`config.mk`:
```
export PLATFORM = sky130hd
export DESIGN_NAME = mfc_modem_ctl
export DESIGN_NICKNAME = d
export VERILOG_FILES = /design/src/rtl/mfc_pkg.sv /design/src/rtl/mfc_sync.sv /design/src/rtl/mfc_hyst.sv /design/src/rtl/mfc_tx_gate.sv /design/src/rtl/mfc_modem_ctl.sv
export SDC_FILE = /design/constraint.sdc
export NUM_CORES = 1
export LEC_CHECK = 0
export ABC_AREA = 1
export BUFFER_PORTS_ARGS = -buffer_cell sky130_fd_sc_hd__buf_2
export CAP_MARGIN = 10
export CORE_MARGIN = 1
export CORE_UTILIZATION = 49
export CTS_BUF_LIST = sky130_fd_sc_hd__clkbuf_2
export DETAILED_ROUTE_END_ITERATION = 10
export GPL_TIMING_DRIVEN = 0
export MAX_ROUTING_LAYER = met4
export PLACE_DENSITY = 0.95
export SLEW_MARGIN = 20
export SYNTH_ARGS = -nofsm -noshare
export SYNTH_HDL_FRONTEND = slang
export SYNTH_SLANG_ARGS = --single-unit
```
`constraint.sdc`:
```
create_clock -name clk -period 1.3 [get_ports clk]
set_input_delay 0.13 -clock clk [delete_from_list [all_inputs] [get_ports clk]]
set_output_delay 0.13 -clock clk [all_outputs]
set_load 0.01 [all_outputs]
```
`src/rtl/mfc_pkg.sv`:
```
package mfc_pkg;
  typedef enum logic [1:0] {
    DTRM_MODEM  = 2'b00,
    DTRM_MODEM2 = 2'b01,
    DTRM_485_LO = 2'b10,
    DTRM_485_HI = 2'b11
  } dtr_mode_e;

  typedef enum logic [1:0] {
    TCK_NONE  = 2'b00,
    TCK_1X    = 2'b01,
    TCK_NX    = 2'b10,
    TCK_NONE2 = 2'b11
  } tck_sel_e;

  localparam logic [1:0] RXCK_EXTERNAL = 2'b01;
  localparam int unsigned SYNC_STAGES  = 2;
endpackage

```
`src/rtl/mfc_sync.sv`:
```
module mfc_sync #(
  parameter int unsigned W = 1,
  parameter logic [W-1:0] RST_VAL = '1
) (
  input  logic         clk,
  input  logic         rst_n,
  input  logic [W-1:0] d,
  output logic [W-1:0] q
);
  logic [W-1:0] s1_q, s2_q;

  always_ff @(posedge clk or negedge rst_n) begin
    if (!rst_n) begin
      s1_q <= RST_VAL;
      s2_q <= RST_VAL;
    end else begin
      s1_q <= d;
      s2_q <= s1_q;
    end
  end

  assign q = s2_q;
endmodule

```
`src/rtl/mfc_hyst.sv`:
```
module mfc_hyst #(
  parameter int unsigned LVL_W = 8
) (
  input  logic             clk,
  input  logic             rst_n,
  input  logic [LVL_W-1:0] level,
  input  logic [LVL_W-1:0] thr_hi,
  input  logic [LVL_W-1:0] thr_lo,
  output logic             stop
);
  logic stop_q, stop_d;
  logic band_ok, at_hi, at_lo;

  always_comb begin
    band_ok = (thr_lo < thr_hi);
    at_hi   = (level >= thr_hi);
    at_lo   = (level <= thr_lo);
    stop_d  = stop_q;
    if (!band_ok)   stop_d = at_hi;
    else if (at_hi) stop_d = 1'b1;
    else if (at_lo) stop_d = 1'b0;
  end

  always_ff @(posedge clk or negedge rst_n) begin
    if (!rst_n) stop_q <= 1'b0;
    else        stop_q <= stop_d;
  end

  assign stop = stop_q;

  p_set_at_hi_r1: assert property (@(posedge clk) disable iff (!rst_n)
    (level >= thr_hi) |=> stop);
  p_clear_at_lo_r2: assert property (@(posedge clk) disable iff (!rst_n)
    (thr_lo < thr_hi && level <= thr_lo) |=> !stop);
  p_hold_in_band_r2: assert property (@(posedge clk) disable iff (!rst_n)
    (thr_lo < thr_hi && level > thr_lo && level < thr_hi) |=> $stable(stop));
  p_single_point_r3: assert property (@(posedge clk) disable iff (!rst_n)
    (thr_lo >= thr_hi && level < thr_hi) |=> !stop);
endmodule

```
`src/rtl/mfc_tx_gate.sv`:
```
module mfc_tx_gate (
  input  logic clk,
  input  logic rst_n,
  input  logic cts_ok,
  input  logic dsr_ok,
  input  logic cts_auto,
  input  logic dsr_auto,
  input  logic tx_idle,
  input  logic tx_bnd,
  input  logic data_req,
  input  logic flow_req,
  output logic load_data,
  output logic load_flow
);
  logic hold_q, hold_d, sample_en;

  always_comb begin
    sample_en = tx_idle | tx_bnd;
    hold_d    = hold_q;
    if (sample_en)
      hold_d = (cts_auto & ~cts_ok) | (dsr_auto & ~dsr_ok);
  end

  always_ff @(posedge clk or negedge rst_n) begin
    if (!rst_n) hold_q <= 1'b0;
    else        hold_q <= hold_d;
  end

  always_comb begin
    load_flow = tx_idle & flow_req;
    load_data = tx_idle & data_req & ~flow_req & ~hold_q;
  end

  p_hold_frozen_r5: assert property (@(posedge clk) disable iff (!rst_n)
    !(tx_idle || tx_bnd) |=> $stable(hold_q));
  p_grant_excl_r7: assert property (@(posedge clk) disable iff (!rst_n)
    $onehot0({load_data, load_flow}));
  p_no_data_held_r6: assert property (@(posedge clk) disable iff (!rst_n)
    hold_q |-> !load_data);
endmodule

```
`src/rtl/mfc_modem_ctl.sv`:
```
module mfc_modem_ctl
  import mfc_pkg::*;
#(
  parameter int unsigned LVL_W = 8
) (
  input  logic             clk,
  input  logic             rst_n,
  input  logic             cfg_rts_auto,
  input  logic             cfg_dtr_auto,
  input  logic             cfg_cts_auto,
  input  logic             cfg_dsr_auto,
  input  logic [LVL_W-1:0] cfg_thr_hi,
  input  logic [LVL_W-1:0] cfg_thr_lo,
  input  logic [1:0]       cfg_dtr_mode,
  input  logic [1:0]       cfg_txclk_sel,
  input  logic [1:0]       cfg_rxclk_sel,
  input  logic             cfg_ri_txclk,
  input  logic             sw_rts,
  input  logic             sw_dtr,
  input  logic [LVL_W-1:0] rx_level,
  input  logic             tx_idle,
  input  logic             tx_bnd,
  input  logic             tx_empty,
  input  logic             data_req,
  input  logic             flow_req,
  input  logic             tx_clk_1x,
  input  logic             tx_clk_nx,
  input  logic             cts_n,
  input  logic             dsr_n,
  input  logic             ri_n,
  output logic             rts_n,
  output logic             dtr_n,
  output logic             rx_clk_ext,
  output logic             tx_clk_ext,
  output logic             sts_cts,
  output logic             sts_dsr,
  output logic             sts_ri,
  output logic             tx_load_data,
  output logic             tx_load_flow
);
  localparam int unsigned N_IN = 3;

  logic [N_IN-1:0] pins_raw, pins_s;
  logic [1:0]      stop_vec;
  logic            dsr_is_clk, dsr_auto_eff;
  logic            rts_asrt, dtr_asrt;
  dtr_mode_e       dmode;
  tck_sel_e        tsel;

  assign pins_raw = {ri_n, dsr_n, cts_n};

  mfc_sync #(.W(N_IN), .RST_VAL({N_IN{1'b1}})) u_sync (
    .clk(clk), .rst_n(rst_n), .d(pins_raw), .q(pins_s)
  );

  // One hysteresis tracker per receive-side output (0: rts, 1: dtr)
  for (genvar g = 0; g < 2; g++) begin : g_hyst
    mfc_hyst #(.LVL_W(LVL_W)) u_hyst (
      .clk(clk), .rst_n(rst_n), .level(rx_level),
      .thr_hi(cfg_thr_hi), .thr_lo(cfg_thr_lo), .stop(stop_vec[g])
    );
  end

  assign dsr_is_clk   = (cfg_rxclk_sel == RXCK_EXTERNAL);
  assign dsr_auto_eff = cfg_dsr_auto & ~dsr_is_clk;

  mfc_tx_gate u_gate (
    .clk(clk), .rst_n(rst_n),
    .cts_ok(~pins_s[0]), .dsr_ok(~pins_s[1]),
    .cts_auto(cfg_cts_auto), .dsr_auto(dsr_auto_eff),
    .tx_idle(tx_idle), .tx_bnd(tx_bnd),
    .data_req(data_req), .flow_req(flow_req),
    .load_data(tx_load_data), .load_flow(tx_load_flow)
  );

  always_comb begin
    dmode    = dtr_mode_e'(cfg_dtr_mode);
    tsel     = tck_sel_e'(cfg_txclk_sel);
    rts_asrt = cfg_rts_auto ? ~stop_vec[0] : sw_rts;
    dtr_asrt = cfg_dtr_auto ? ~stop_vec[1] : sw_dtr;
    rts_n    = ~rts_asrt;
    unique case (tsel)
      TCK_1X: dtr_n = tx_clk_1x;
      TCK_NX: dtr_n = tx_clk_nx;
      default: begin
        unique case (dmode)
          DTRM_485_LO: dtr_n = tx_empty;
          DTRM_485_HI: dtr_n = ~tx_empty;
          default:     dtr_n = ~dtr_asrt;
        endcase
      end
    endcase
  end

  assign rx_clk_ext = dsr_is_clk & dsr_n;
  assign tx_clk_ext = cfg_ri_txclk & ri_n;
  assign sts_cts    = ~pins_s[0];
  assign sts_dsr    = ~dsr_is_clk & ~pins_s[1];
  assign sts_ri     = ~cfg_ri_txclk & ~pins_s[2];

  p_sync_lat_r11: assert property (@(posedge clk) disable iff (!rst_n)
    $fell(cts_n) |=> ##1 sts_cts);
  p_dsr_masked_r6: assert property (@(posedge clk) disable iff (!rst_n)
    dsr_is_clk |-> !sts_dsr);
endmodule

```
==> out/qor.yml, run 1 <==
rsz0062_at_grt: "yes"
hold-path-cell-count: 3
ctsLongestPathBuffers: 2
gr-total-overflow: 0
synthSimpleGateAreaFrac_pct: 24.7
ff2ff_setup_slack_ps: 370
most_common_library_cell_in_the_layout_ignoring_fill_and_taps: "sky130_fd_sc_hd__buf_2"
antenna_cells: 0
criticalPathCategory: "in -> out"
holdPathEnd: "u_gate.hold_q"
grt_antenna_before_repair: 0
synth_xor_xnor_area_share_pct: 0
cts.clk_slew.worst_paths_ps: 90
first_global_vias: 966
power_density_nw_per_um2: 579
rows: 15
design.die.area_um2: 2230
crit_required_ps: 1170
fmaxAchievable_ghz: 0.813
postSynthNetCount: 221
slowest_stage: "sky130_fd_sc_hd__dlygate4sd3_1"
wl_met2_um: 1180
wire_per_inst_um: 9.33
worst_pin_slew_ps: 160
ys_seq_elements: 8
synth.top_cells.by_area: "sky130_fd_sc_hd__ha_1 (31%), sky130_fd_sc_hd__dfstp_2 (16%), sky130_fd_sc_hd__nand2_1 (15%)"
ys.warnings.count: 0
final_core_util_pct: 75.7
synth_mux_area_share_pct: 0
tritoncts_clock_tree: "built"
cts_htree_levels: 1
drc: 0
worst-endpoint-arrival_ps: 1100
net_load_switching_power_uw: 271
vias: 1093
syn_area_per_cell_um2: 6.82
critical_path.endpoint_type: "primary output"
fp.dieW_um: 47.2
grtUsageTotal_pct: 22.6
numPortBuffers: 57
timing.critical_path.slowest_cell_delay_ps: 550
critical_path.reg2reg.endpoint: "g_hyst[0].u_hyst.stop"
synth_area_leader_cell: "sky130_fd_sc_hd__ha_1"
seqPwrFrac_pct: 35.6
part_of_the_yosys_area_used_for_sequential_elements_pct: 20.7
cts-buffers-inserted: 3
post_synth_instance_area_um2: 1000
drv.max_cap_violation_count: 0
grt_start_max_net_pins: 9
p_leak_nw: 0.895
cpMostUsedCell: "sky130_fd_sc_hd__buf_2"
chip_height_um: 47.2
core-area_um2: 1820
avgViaCountPerCell: 4.61
insertion_delay_ps: 230
clock_sinks: 8
sw_frac_of_total_pct: 34.0
dp_hpwl_um: 1930
grt_pass1_wl_um: 3500
synth.lib_cells_used.distinct: 19
layout.cells.most_common_list: "sky130_fd_sc_hd__buf_2 (57), sky130_fd_sc_hd__nand2_1 (39), sky130_fd_sc_hd__inv_1 (36), sky130_fd_sc_hd__ha_1 (25), sky130_fd_sc_hd__nor2_1 (12)"
met3_wirelength_um: 111
critical_path.cell_chain: "dlygate4sd3_1, buf_2, inv_1, nor2_1, buf_2"
share_comb_of_total_power_pct: 43.7
ir_worst_vdd_v: 0.000401
critical_path.reg2reg.startpoint: "g_hyst[0].u_hyst.stop"
drtIter0Drc: 13
detail_route.first_pass.iterations: 4
worst_path_max_fanout: 2
routed_met1_length_um: 903
timing.final.crit_share_pct: 94.6
synth.top_cell.area_share_pct: 31.2
layout_cells_sized_above_1_pct: 33.5
antenna_violating_nets_post_route: 0
intPower_uw: 527
post_synth_inst_count: 147
synth_compound_area_share_pct: 9.86
report.power.total_uw: 798
final_nets: 287
cts_root_buffer_type: "sky130_fd_sc_hd__clkbuf_2"
worst_clock_skew_ps: 13.7
worstRegToRegCells: 6
synth_adder_area_share_pct: 31.2
startpoint_type: "primary input"
report.final.hold_viol_count: 0
final_wl_um: 2210
highest_layer: "met4"
floorplan.initialDensity_pct: 55.1
hp-class: "in -> reg"
final_period_minus_worst_setup_slack_ps: 1230
relSlewSlack_pct: 89.3
maxSlewViolCount: 0
outcome: "finished, final reports clean"
min-delay-start: "cfg_cts_auto"
areaGrowthSynthToFinish_pct: 37.6
synth_top_family_by_area: "adder cells"
floorplan.io_pins: 58
clockPowerShare_pct: 20.6
place_congestion: 0.774
final-setup-viol-count: 0
[metrics by stage]
| step | area [um^2] | cells | hold WS [ps] | setup TNS, ps | setup WS, ps |
|---|---|---|---|---|---|
| 6_report | 1380 | 237 | 161 | 0 | 70.1 |
| 3_5_place_dp | 1320 | 229 | -26.1 | 0 | 111 |
| 4_1_cts | 1370 | 236 | 4.60 | 0 | 52.4 |
| 3_3_place_gp | 1320 | 229 | -30.9 | 0 | 123 |
| 2_1_floorplan | 1000 | 147 | -166 | 0 | 300 |
| 5_1_grt | 1380 | 237 | 144 | -4.76 | -4.76 |
[per-layer routing]
layer	up-vias	track usage, %
met4	0	7.43
met3	2	4.62
met1	464	22.8
li1	587	-
met2	40	42.5
met5	-	-
[what timing repair did]
action,4_1_cts,5_1_grt
endpoints found under the hold margin,10,1
setup endpoints to repair,0,1
gates resized for setup,0,1
hold buffers,3,1
buffers inserted,0,0
[power by group through the flow]
stage	clock, mW	sequential [mW]	combinational [mW]
after floorplan	0	0.286	0.197
after global placement	0	0.288	0.325
after detailed placement	0	0.289	0.339
after CTS	0.171	0.284	0.349
after global routing	0.185	0.287	0.410
final	0.165	0.284	0.349
[Yosys cell counts]
| master | count |
|---|---|
| sky130_fd_sc_hd__nor3_1 | 2 |
| sky130_fd_sc_hd__or2_2 | 1 |
| sky130_fd_sc_hd__dfstp_2 | 6 |
| sky130_fd_sc_hd__o21bai_1 | 1 |
| sky130_fd_sc_hd__nand2_1 | 39 |
| sky130_fd_sc_hd__a21boi_0 | 1 |
| sky130_fd_sc_hd__nand3_1 | 4 |
| sky130_fd_sc_hd__nand2_2 | 1 |
| sky130_fd_sc_hd__a21o_2 | 1 |
| sky130_fd_sc_hd__a31oi_1 | 2 |
| sky130_fd_sc_hd__nor2_2 | 1 |
| sky130_fd_sc_hd__inv_1 | 36 |
| sky130_fd_sc_hd__o21ai_0 | 3 |
| sky130_fd_sc_hd__nor3b_1 | 1 |
| sky130_fd_sc_hd__o21a_1 | 1 |
| sky130_fd_sc_hd__ha_1 | 25 |
| sky130_fd_sc_hd__dfrtp_1 | 2 |
| sky130_fd_sc_hd__nor2_1 | 12 |
| sky130_fd_sc_hd__a21oi_1 | 8 |
[cell families after synthesis]
logic type | after synthesis
buf+inv | 36
fa+ha+maj | 25
simple gates | 61
flops | 8
compound gates | 17
[flip-flops by register name (all words and copies together) (netlist names)]
| register | flops |
|---|---|
| g_hyst.u_hyst.stop | 1 |
| u_sync.s1_q | 3 |
| u_sync.q | 3 |
| u_gate.hold_q | 1 |
[area by class of cell]
class	instances	area (um^2)
sequential	8	208
fill	146	442
tap	25	31.3
multi-input combinational	103	659
inverter	36	135
clock buffer	4	20.0
timing repair buffer	61	325
[worst max path at each step]
stage                             to  slack [ps]             startpoint
2_1_floorplan  g_hyst[0].u_hyst.stop         300          cfg_thr_hi[7]
4_1_cts                        dtr_n          50  g_hyst[0].u_hyst.stop
3_5_place_dp                   dtr_n         110       cfg_txclk_sel[0]
3_3_place_gp                   dtr_n         120       cfg_txclk_sel[0]
5_1_grt                        dtr_n          -5  g_hyst[0].u_hyst.stop
6_report                  rx_clk_ext          70                  dsr_n
[worst max-delay path: cells and delay by family]
kind	cells	cell delay [ps]
buffers and inverters	4	860
and+or+nand+nor	1	110
Note: power is estimated with default switching activity, not from simulation.
==> run 2, diff against run 1 <==
--- a/config.mk
+++ b/config.mk
@@ -14,7 +14,7 @@
 export DETAILED_ROUTE_END_ITERATION = 10
 export GPL_TIMING_DRIVEN = 0
 export MAX_ROUTING_LAYER = met4
-export PLACE_DENSITY = 0.95
+export PLACE_DENSITY = 0.88
 export SLEW_MARGIN = 20
 export SYNTH_ARGS = -nofsm -noshare
 export SYNTH_HDL_FRONTEND = slang
==> out/qor.yml, run 2 (synthesis results as in run 1) <==
tritoncts_clock_tree: "built"  # unchanged
floorplan.io_pins: 58  # unchanged
design.die.area_um2: 2230  # unchanged
gr-total-overflow: 0  # unchanged
vias: 1103  # was 1093
rows: 15  # unchanged
endpoint: "dtr_n"  # was rx_clk_ext
wire_per_inst_um: 10.2  # was 9.33 um
critical_path.reg2reg.endpoint: "g_hyst[0].u_hyst.stop"  # unchanged
layoutNonFillerInstCount: 236  # was 237
final_core_util_pct: 75.3  # was 75.7%
startpoint_type: "flip-flop"  # was primary input
worst_path_max_fanout: 2  # unchanged
postCtsResizedCells: 0  # unchanged
worst_clock_skew_ps: 8.05  # was 13.7 ps
floorplan.initialDensity_pct: 55.1  # unchanged
criticalPathCategory: "reg -> out"  # was in -> out
dp_hpwl_um: 2110  # was 1930 um
timing.final.crit_share_pct: 92.4  # was 94.6%
crit_start: "g_hyst[0].u_hyst.stop"  # was dsr_n
hp-class: "in -> reg"  # unchanged
intPower_uw: 513  # was 527 uW
cts-buffers-inserted: 3  # unchanged
numPortBuffers: 57  # unchanged
nFillCells: 155  # was 146
layout.cells.most_common_list: "sky130_fd_sc_hd__buf_2 (57), sky130_fd_sc_hd__nand2_1 (39), sky130_fd_sc_hd__inv_1 (36), sky130_fd_sc_hd__ha_1 (25), sky130_fd_sc_hd__nor2_1 (12)"  # unchanged
clock_sinks: 8  # unchanged
cts.clk_slew.worst_paths_ps: 70  # was 90 ps
place_congestion: 0.761  # was 0.774
antenna_cells: 0  # unchanged
critical_path.reg2reg.startpoint: "g_hyst[0].u_hyst.stop"  # unchanged
drc: 0  # unchanged
critical_path.endpoint_type: "primary output"  # unchanged
worst_pin_slew_ps: 206  # was 160 ps
clockPowerShare_pct: 18.2  # was 20.6%
worstRegToRegCells: 7  # was 6
fmaxAchievable_ghz: 0.833  # was 0.813 GHz
grt_start_max_net_pins: 9  # unchanged
net_load_switching_power_uw: 275  # was 271 uW
cts_root_buffer_type: "sky130_fd_sc_hd__clkbuf_2"  # unchanged
final_period_minus_worst_setup_slack_ps: 1200  # was 1230 ps
ctsLongestPathBuffers: 2  # unchanged
rsz0062_at_grt: "no"  # was yes
detail_route.first_pass.iterations: 4  # unchanged
grtUsageTotal_pct: 23.7  # was 22.6%
avgViaCountPerCell: 4.67  # was 4.61
first_global_vias: 1020  # was 966
final_nets: 287  # unchanged
core-area_um2: 1820  # unchanged
ff2ff_setup_slack_ps: 320  # was 370 ps
drtIter0Drc: 22  # was 13
areaGrowthSynthToFinish_pct: 36.8  # was 37.6%
report.final.hold_viol_count: 0  # unchanged
outcome: "finished, final reports clean"  # unchanged
worst-endpoint-arrival_ps: 1070  # was 1100 ps
relSlewSlack_pct: 86.2  # was 89.3%
seqPwrFrac_pct: 36.0  # was 35.6%
cts_htree_levels: 1  # unchanged
setup_tns_ps: 0  # unchanged
chip_height_um: 47.2  # unchanged
share_comb_of_total_power_pct: 45.9  # was 43.7%
layout_cells_sized_above_1_pct: 33.6  # was 33.5%
drv.max_cap_violation_count: 0  # unchanged
maxSlewViolCount: 0  # unchanged
most_common_library_cell_in_the_layout_ignoring_fill_and_taps: "sky130_fd_sc_hd__buf_2"  # unchanged
final_wl_um: 2420  # was 2210 um
crit_required_ps: 1170  # about the same
sw_frac_of_total_pct: 34.9  # was 34.0%
ir_worst_vdd_v: 0.000451  # was 0.000401 V
report.power.total_uw: 787  # was 798 uW
power_density_nw_per_um2: 574  # was 579 nW/um^2
antenna_violating_nets_post_route: 0  # unchanged
final-setup-viol-count: 0  # unchanged
insertion_delay_ps: 230  # about the same
fp.dieW_um: 47.2  # unchanged
grt_antenna_before_repair: 0  # unchanged
p_leak_nw: 0.891  # was 0.895 nW
placedCellCount: 229  # unchanged
grt_pass1_wl_um: 3690  # was 3500 um
[run 2: cell types whose count changed in the layout (fill, tap and decap cells not counted)]
cell,delta
sky130_fd_sc_hd__buf_4,+1
sky130_fd_sc_hd__clkbuf_2,-1
sky130_fd_sc_hd__dlygate4sd3_1,-1
sky130_fd_sc_hd__o21ai_0,+1
sky130_fd_sc_hd__o21ai_1,-1
[run 2: timing repair]
action,4_1_cts,5_1_grt
endpoints found under the hold margin,10,0
setup buffers,0,1
hold buffers,3,0
endpoints found under the setup margin,0,1
[run 2: final cells by class]
class / instances / area [um^2] / share of cell area, %
tap: 25 / 31.3 / 2.28
inverter: 36 / 135 / 9.85
multi-input combinational: 103 / 659 / 48.1
clock buffer: 3 / 15.0 / 1.09
sequential: 8 / 208 / 15.1
timing repair buffer: 61 / 323 / 23.5
[run 2: power groups by stage]
stage	clock [mW]	sequential [mW]	combinational, mW
floorplan	0	0.286	0.197
global placement	0	0.288	0.323
detailed placement	0	0.289	0.345
CTS	0.141	0.285	0.354
global route	0.154	0.285	0.420
finish	0.143	0.283	0.361
[run 2: worst max-delay path, stage by stage, from the launching register on]
cell and delay, ps:
sky130_fd_sc_hd__dfrtp_1 350, sky130_fd_sc_hd__nand2_1 50, sky130_fd_sc_hd__o21ai_0 80, sky130_fd_sc_hd__nand2_1 70, sky130_fd_sc_hd__a31oi_1 160, sky130_fd_sc_hd__buf_2 150
[run 2: per-layer routing]
metal	global-route usage (%)	vias up	wire length, um
met5	-	-	0
met4	4.00	0	0
met3	2.69	0	113
met2	48.5	39	1350
met1	23.4	478	949
li1	-	586	-
[run 2: metrics by stage]
step	hold WS, ps	instance area [um^2]	setup slack, ps
2_1_floorplan	-166	1000	300
6_report	17.1	1370	99.1
5_1_grt	5.62	1370	23.2
3_3_place_gp	-28.3	1320	140
3_5_place_dp	-26.9	1320	107
4_1_cts	9.05	1360	59.6
[run 2: worst min-delay path by stage]
stage               startpoint                     to  slack (ps)  cells past startpoint
floorplan                rst_n  g_hyst[0].u_hyst.stop        -170                      0
global placement         rst_n          u_gate.hold_q         -30                      1
detailed placement       rst_n          u_gate.hold_q         -30                      1
CTS                       ri_n         u_sync.s1_q[2]           9                      1
global route              ri_n         u_sync.s1_q[2]           6                      1
finish                    ri_n         u_sync.s1_q[2]          20                      1
==> run 3, diff against run 2 <==
--- a/config.mk
+++ b/config.mk
@@ -9,13 +9,13 @@
 export BUFFER_PORTS_ARGS = -buffer_cell sky130_fd_sc_hd__buf_2
 export CAP_MARGIN = 10
 export CORE_MARGIN = 1
-export CORE_UTILIZATION = 49
+export CORE_UTILIZATION = 30
 export CTS_BUF_LIST = sky130_fd_sc_hd__clkbuf_2
 export DETAILED_ROUTE_END_ITERATION = 10
 export GPL_TIMING_DRIVEN = 0
 export MAX_ROUTING_LAYER = met4
-export PLACE_DENSITY = 0.88
 export SLEW_MARGIN = 20
 export SYNTH_ARGS = -nofsm -noshare
 export SYNTH_HDL_FRONTEND = slang
+export SYNTH_HIERARCHICAL = 1
 export SYNTH_SLANG_ARGS = --single-unit
==> out/qor.yml, run 3 <==
ctsLongestPathBuffers: 2  # unchanged
numPortBuffers: 57  # unchanged
finalHoldWorstSlack_ps: 139  # was 17.1 ps
fp.dieW_um: 77.5  # was 47.2 um
worst_path_max_fanout: 2  # unchanged
drc: 0  # unchanged
floorplan.io_pins: 58  # unchanged
avgViaCountPerCell: 4.26  # was 4.67
worst_pin_slew_ps: 199  # was 206 ps
chip_height_um: 77.5  # was 47.2 um
ys_seq_elements: 9  # was 8
grtUsageTotal_pct: 13.2  # was 23.7%
synth.cells.most_frequent: "sky130_fd_sc_hd__nand2_1 (81), sky130_fd_sc_hd__inv_1 (71), sky130_fd_sc_hd__ha_1 (48), sky130_fd_sc_hd__nor2_1 (19), sky130_fd_sc_hd__a21oi_1 (11)"  # was sky130_fd_sc_hd__nand2_1 (39), sky130_fd_sc_hd__inv_1 (36), sky130_fd_sc_hd__ha_1 (25), sky130_fd_sc_hd__nor2_1 (12), sky130_fd_sc_hd__a21oi_1 (8)
cts.clk_slew.worst_paths_ps: 90  # was 70 ps
post_synth_inst_count: 267  # was 147
part_of_the_yosys_area_used_for_sequential_elements_pct: 13.6  # was 20.7%
async_flop_share_pct: 100  # unchanged
detail_route.first_pass.iterations: 4  # unchanged
dp_hpwl_um: 3320  # was 2110 um
vias: 1726  # was 1103
postCtsResizedCells: 0  # unchanged
synth.top_cell.area_share_pct: 35.2  # was 31.2%
syn_area_per_cell_um2: 6.40  # was 6.82 um^2
place_area_um2: 2080  # was 1320 um^2
most_common_library_cell_in_the_layout_ignoring_fill_and_taps: "sky130_fd_sc_hd__nand2_1"  # was sky130_fd_sc_hd__buf_2
worstRegToRegCells: 7  # unchanged
wire_per_inst_um: 9.07  # was 10.2 um
p_leak_nw: 1.42  # was 0.891 nW
core-area_um2: 5510  # was 1820 um^2
antenna_violating_nets_post_route: 0  # unchanged
hp-class: "in -> reg"  # unchanged
synth.most_common_cell: "sky130_fd_sc_hd__nand2_1"  # unchanged
synth.top_cells.by_area: "sky130_fd_sc_hd__ha_1 (35%), sky130_fd_sc_hd__nand2_1 (18%), sky130_fd_sc_hd__inv_1 (16%)"  # was sky130_fd_sc_hd__ha_1 (31%), sky130_fd_sc_hd__dfstp_2 (16%), sky130_fd_sc_hd__nand2_1 (15%)
insertion_delay_ps: 240  # was 230 ps
rows: 27  # was 15
critical_path.reg2reg.endpoint: "g_hyst[1].u_hyst/stop"  # was g_hyst[0].u_hyst.stop
grt_antenna_before_repair: 0  # unchanged
floorplan.initialDensity_pct: 31.0  # was 55.1%
synth_enable_flop_cells: 0  # unchanged
outcome: "finished, final reports clean"  # unchanged
first_global_vias: 1614  # was 1020
grt_pass1_wl_um: 6420  # was 3690 um
final_period_minus_worst_setup_slack_ps: 1220  # was 1200 ps
design.die.area_um2: 6000  # was 2230 um^2
grt_start_max_net_pins: 10  # was 9
clock_sinks: 9  # was 8
final_nets: 431  # was 287
final-setup-viol-count: 0  # unchanged
crit_required_ps: 1170  # about the same
ff2ff_setup_slack_ps: 310  # was 320 ps
layout.cells.most_common_list: "sky130_fd_sc_hd__nand2_1 (81), sky130_fd_sc_hd__inv_1 (71), sky130_fd_sc_hd__buf_2 (57), sky130_fd_sc_hd__ha_1 (48), sky130_fd_sc_hd__nor2_1 (19)"  # was sky130_fd_sc_hd__buf_2 (57), sky130_fd_sc_hd__nand2_1 (39), sky130_fd_sc_hd__inv_1 (36), sky130_fd_sc_hd__ha_1 (25), sky130_fd_sc_hd__nor2_1 (12)
antenna_cells: 0  # unchanged
dp_worst_setup_slack_ps: 19.8  # was 107 ps
min-delay-start: "tx_bnd"  # was ri_n
nFillCells: 585  # was 155
criticalPathCategory: "in -> out"  # was reg -> out
cts-buffers-inserted: 3  # unchanged
place_congestion: 0.774  # was 0.761
ys.warnings.count: 6  # was 0
worst_clock_skew_ps: 2.04  # was 8.05 ps
crit_start: "dsr_n"  # was g_hyst[0].u_hyst.stop
final_area_um2: 2150  # was 1370 um^2
setup_ws_ps: 81.4  # was 99.1 ps
cts_root_buffer_type: "sky130_fd_sc_hd__clkbuf_2"  # unchanged
drv.max_cap_violation_count: 0  # unchanged
relSlewSlack_pct: 86.6  # was 86.2%
cts_htree_levels: 1  # unchanged
synth.lib_cells_used.distinct: 19  # unchanged
power_density_nw_per_um2: 498  # was 574 nW/um^2
post_synth_instance_area_um2: 1710  # was 1000 um^2
timing.final.crit_share_pct: 93.7  # was 92.4%
endpoint: "rx_clk_ext"  # was dtr_n
report.final.hold_viol_count: 0  # unchanged
rsz0062_at_grt: "yes"  # was no
critical_path.reg2reg.startpoint: "g_hyst[1].u_hyst/stop"  # was g_hyst[0].u_hyst.stop
gr-total-overflow: 0  # unchanged
layout_cells_sized_above_1_pct: 22.2  # was 33.6%
critical_path.endpoint_type: "primary output"  # unchanged
drtIter0Drc: 69  # was 22
areaGrowthSynthToFinish_pct: 25.9  # was 36.8%
maxSlewViolCount: 0  # unchanged
synth_area_leader_cell: "sky130_fd_sc_hd__ha_1"  # unchanged
ir_worst_vdd_v: 0.000177  # was 0.000451 V
fmaxAchievable_ghz: 0.821  # was 0.833 GHz
final_wl_um: 3680  # was 2420 um
postSynthNetCount: 364  # was 221
ys.flop_type: "sky130_fd_sc_hd__dfstp_2"  # unchanged
worst-endpoint-arrival_ps: 1090  # was 1070 ps
startpoint_type: "primary input"  # was flip-flop
tritoncts_clock_tree: "built"  # unchanged
-- run 3: cell count changes in the layout (fill, tap and decap cells not counted), moves of 4 or more --
cell,delta
sky130_fd_sc_hd__nand2_1,+42
sky130_fd_sc_hd__inv_1,+35
sky130_fd_sc_hd__nand3_1,+4
sky130_fd_sc_hd__nor2_1,+7
sky130_fd_sc_hd__ha_1,+23
-- run 3: worst min path at each step --
stage                                       end  slack, ps  depth (start not counted)
final                             u_gate/hold_q        140                          4
after global routing              u_gate/hold_q        110                          4
after CTS                         u_gate/hold_q        120                          4
after detailed placement          u_gate/hold_q         -9                          1
after global placement            u_gate/hold_q        -20                          1
after floorplan           g_hyst[0].u_hyst/stop       -170                          0
-- run 3: cells by family (layout without fill, tap and decap cells) --
family          Yosys count  count (layout)  synth area share [%]
buf+inv                  71             137                  15.6
simple gates            119             119                  28.6
flops                     9               9                  13.6
compound gates           20              20                  7.03
fa+ha+maj                48              48                  35.2
-- run 3: report_power, final --
group	internal (mW)	leakage (nW)	switching, mW	total (mW)
combinational	0.256	1.31	0.318	0.574
sequential	0.311	0.0989	0.0123	0.323
clock	0.0818	0.0166	0.0926	0.174
-- run 3: layer usage --
layer	share of wire [%]	global-route usage, %	wire [um]
met5	0	-	0
met4	0.79	3.02	29
met3	3.8	1.53	139
met2	47	22.9	1710
met1	49	16.3	1800
-- run 3: final cells by class --
type	instances	area [um^2]	area share (%)
Multi-Input combinational cell	187	1210	56.2
Tap cell	72	90.1	4.19
Clock buffer	4	20.0	0.931
Timing Repair Buffer	62	333	15.5
Inverter	71	267	12.4
Sequential cell	9	233	10.8
-- run 3: worst max-delay path: stages --
cell and delay (ps):
sky130_fd_sc_hd__dlygate4sd3_1 530, sky130_fd_sc_hd__buf_2 130, sky130_fd_sc_hd__and3_1 160, sky130_fd_sc_hd__buf_2 130
-- run 3: repair_timing --
item | 4_1_cts | 5_1_grt
buffers inserted | 0 | 1
endpoints found under the hold margin | 12 | 0
endpoints found under the setup margin | 0 | 1
hold buffers | 4 | 0
-- run 3: metrics by stage --
step           instances  TNS [ps]  total power [mW]  util [%]
6_report             405         0              1.07      39.1
3_3_place_gp         396         0             0.877      37.8
4_1_cts              404         0              1.09      38.9
3_5_place_dp         396         0             0.893      37.8
2_1_floorplan        267         0             0.678         -
5_1_grt              405     -5.32              1.21      39.1
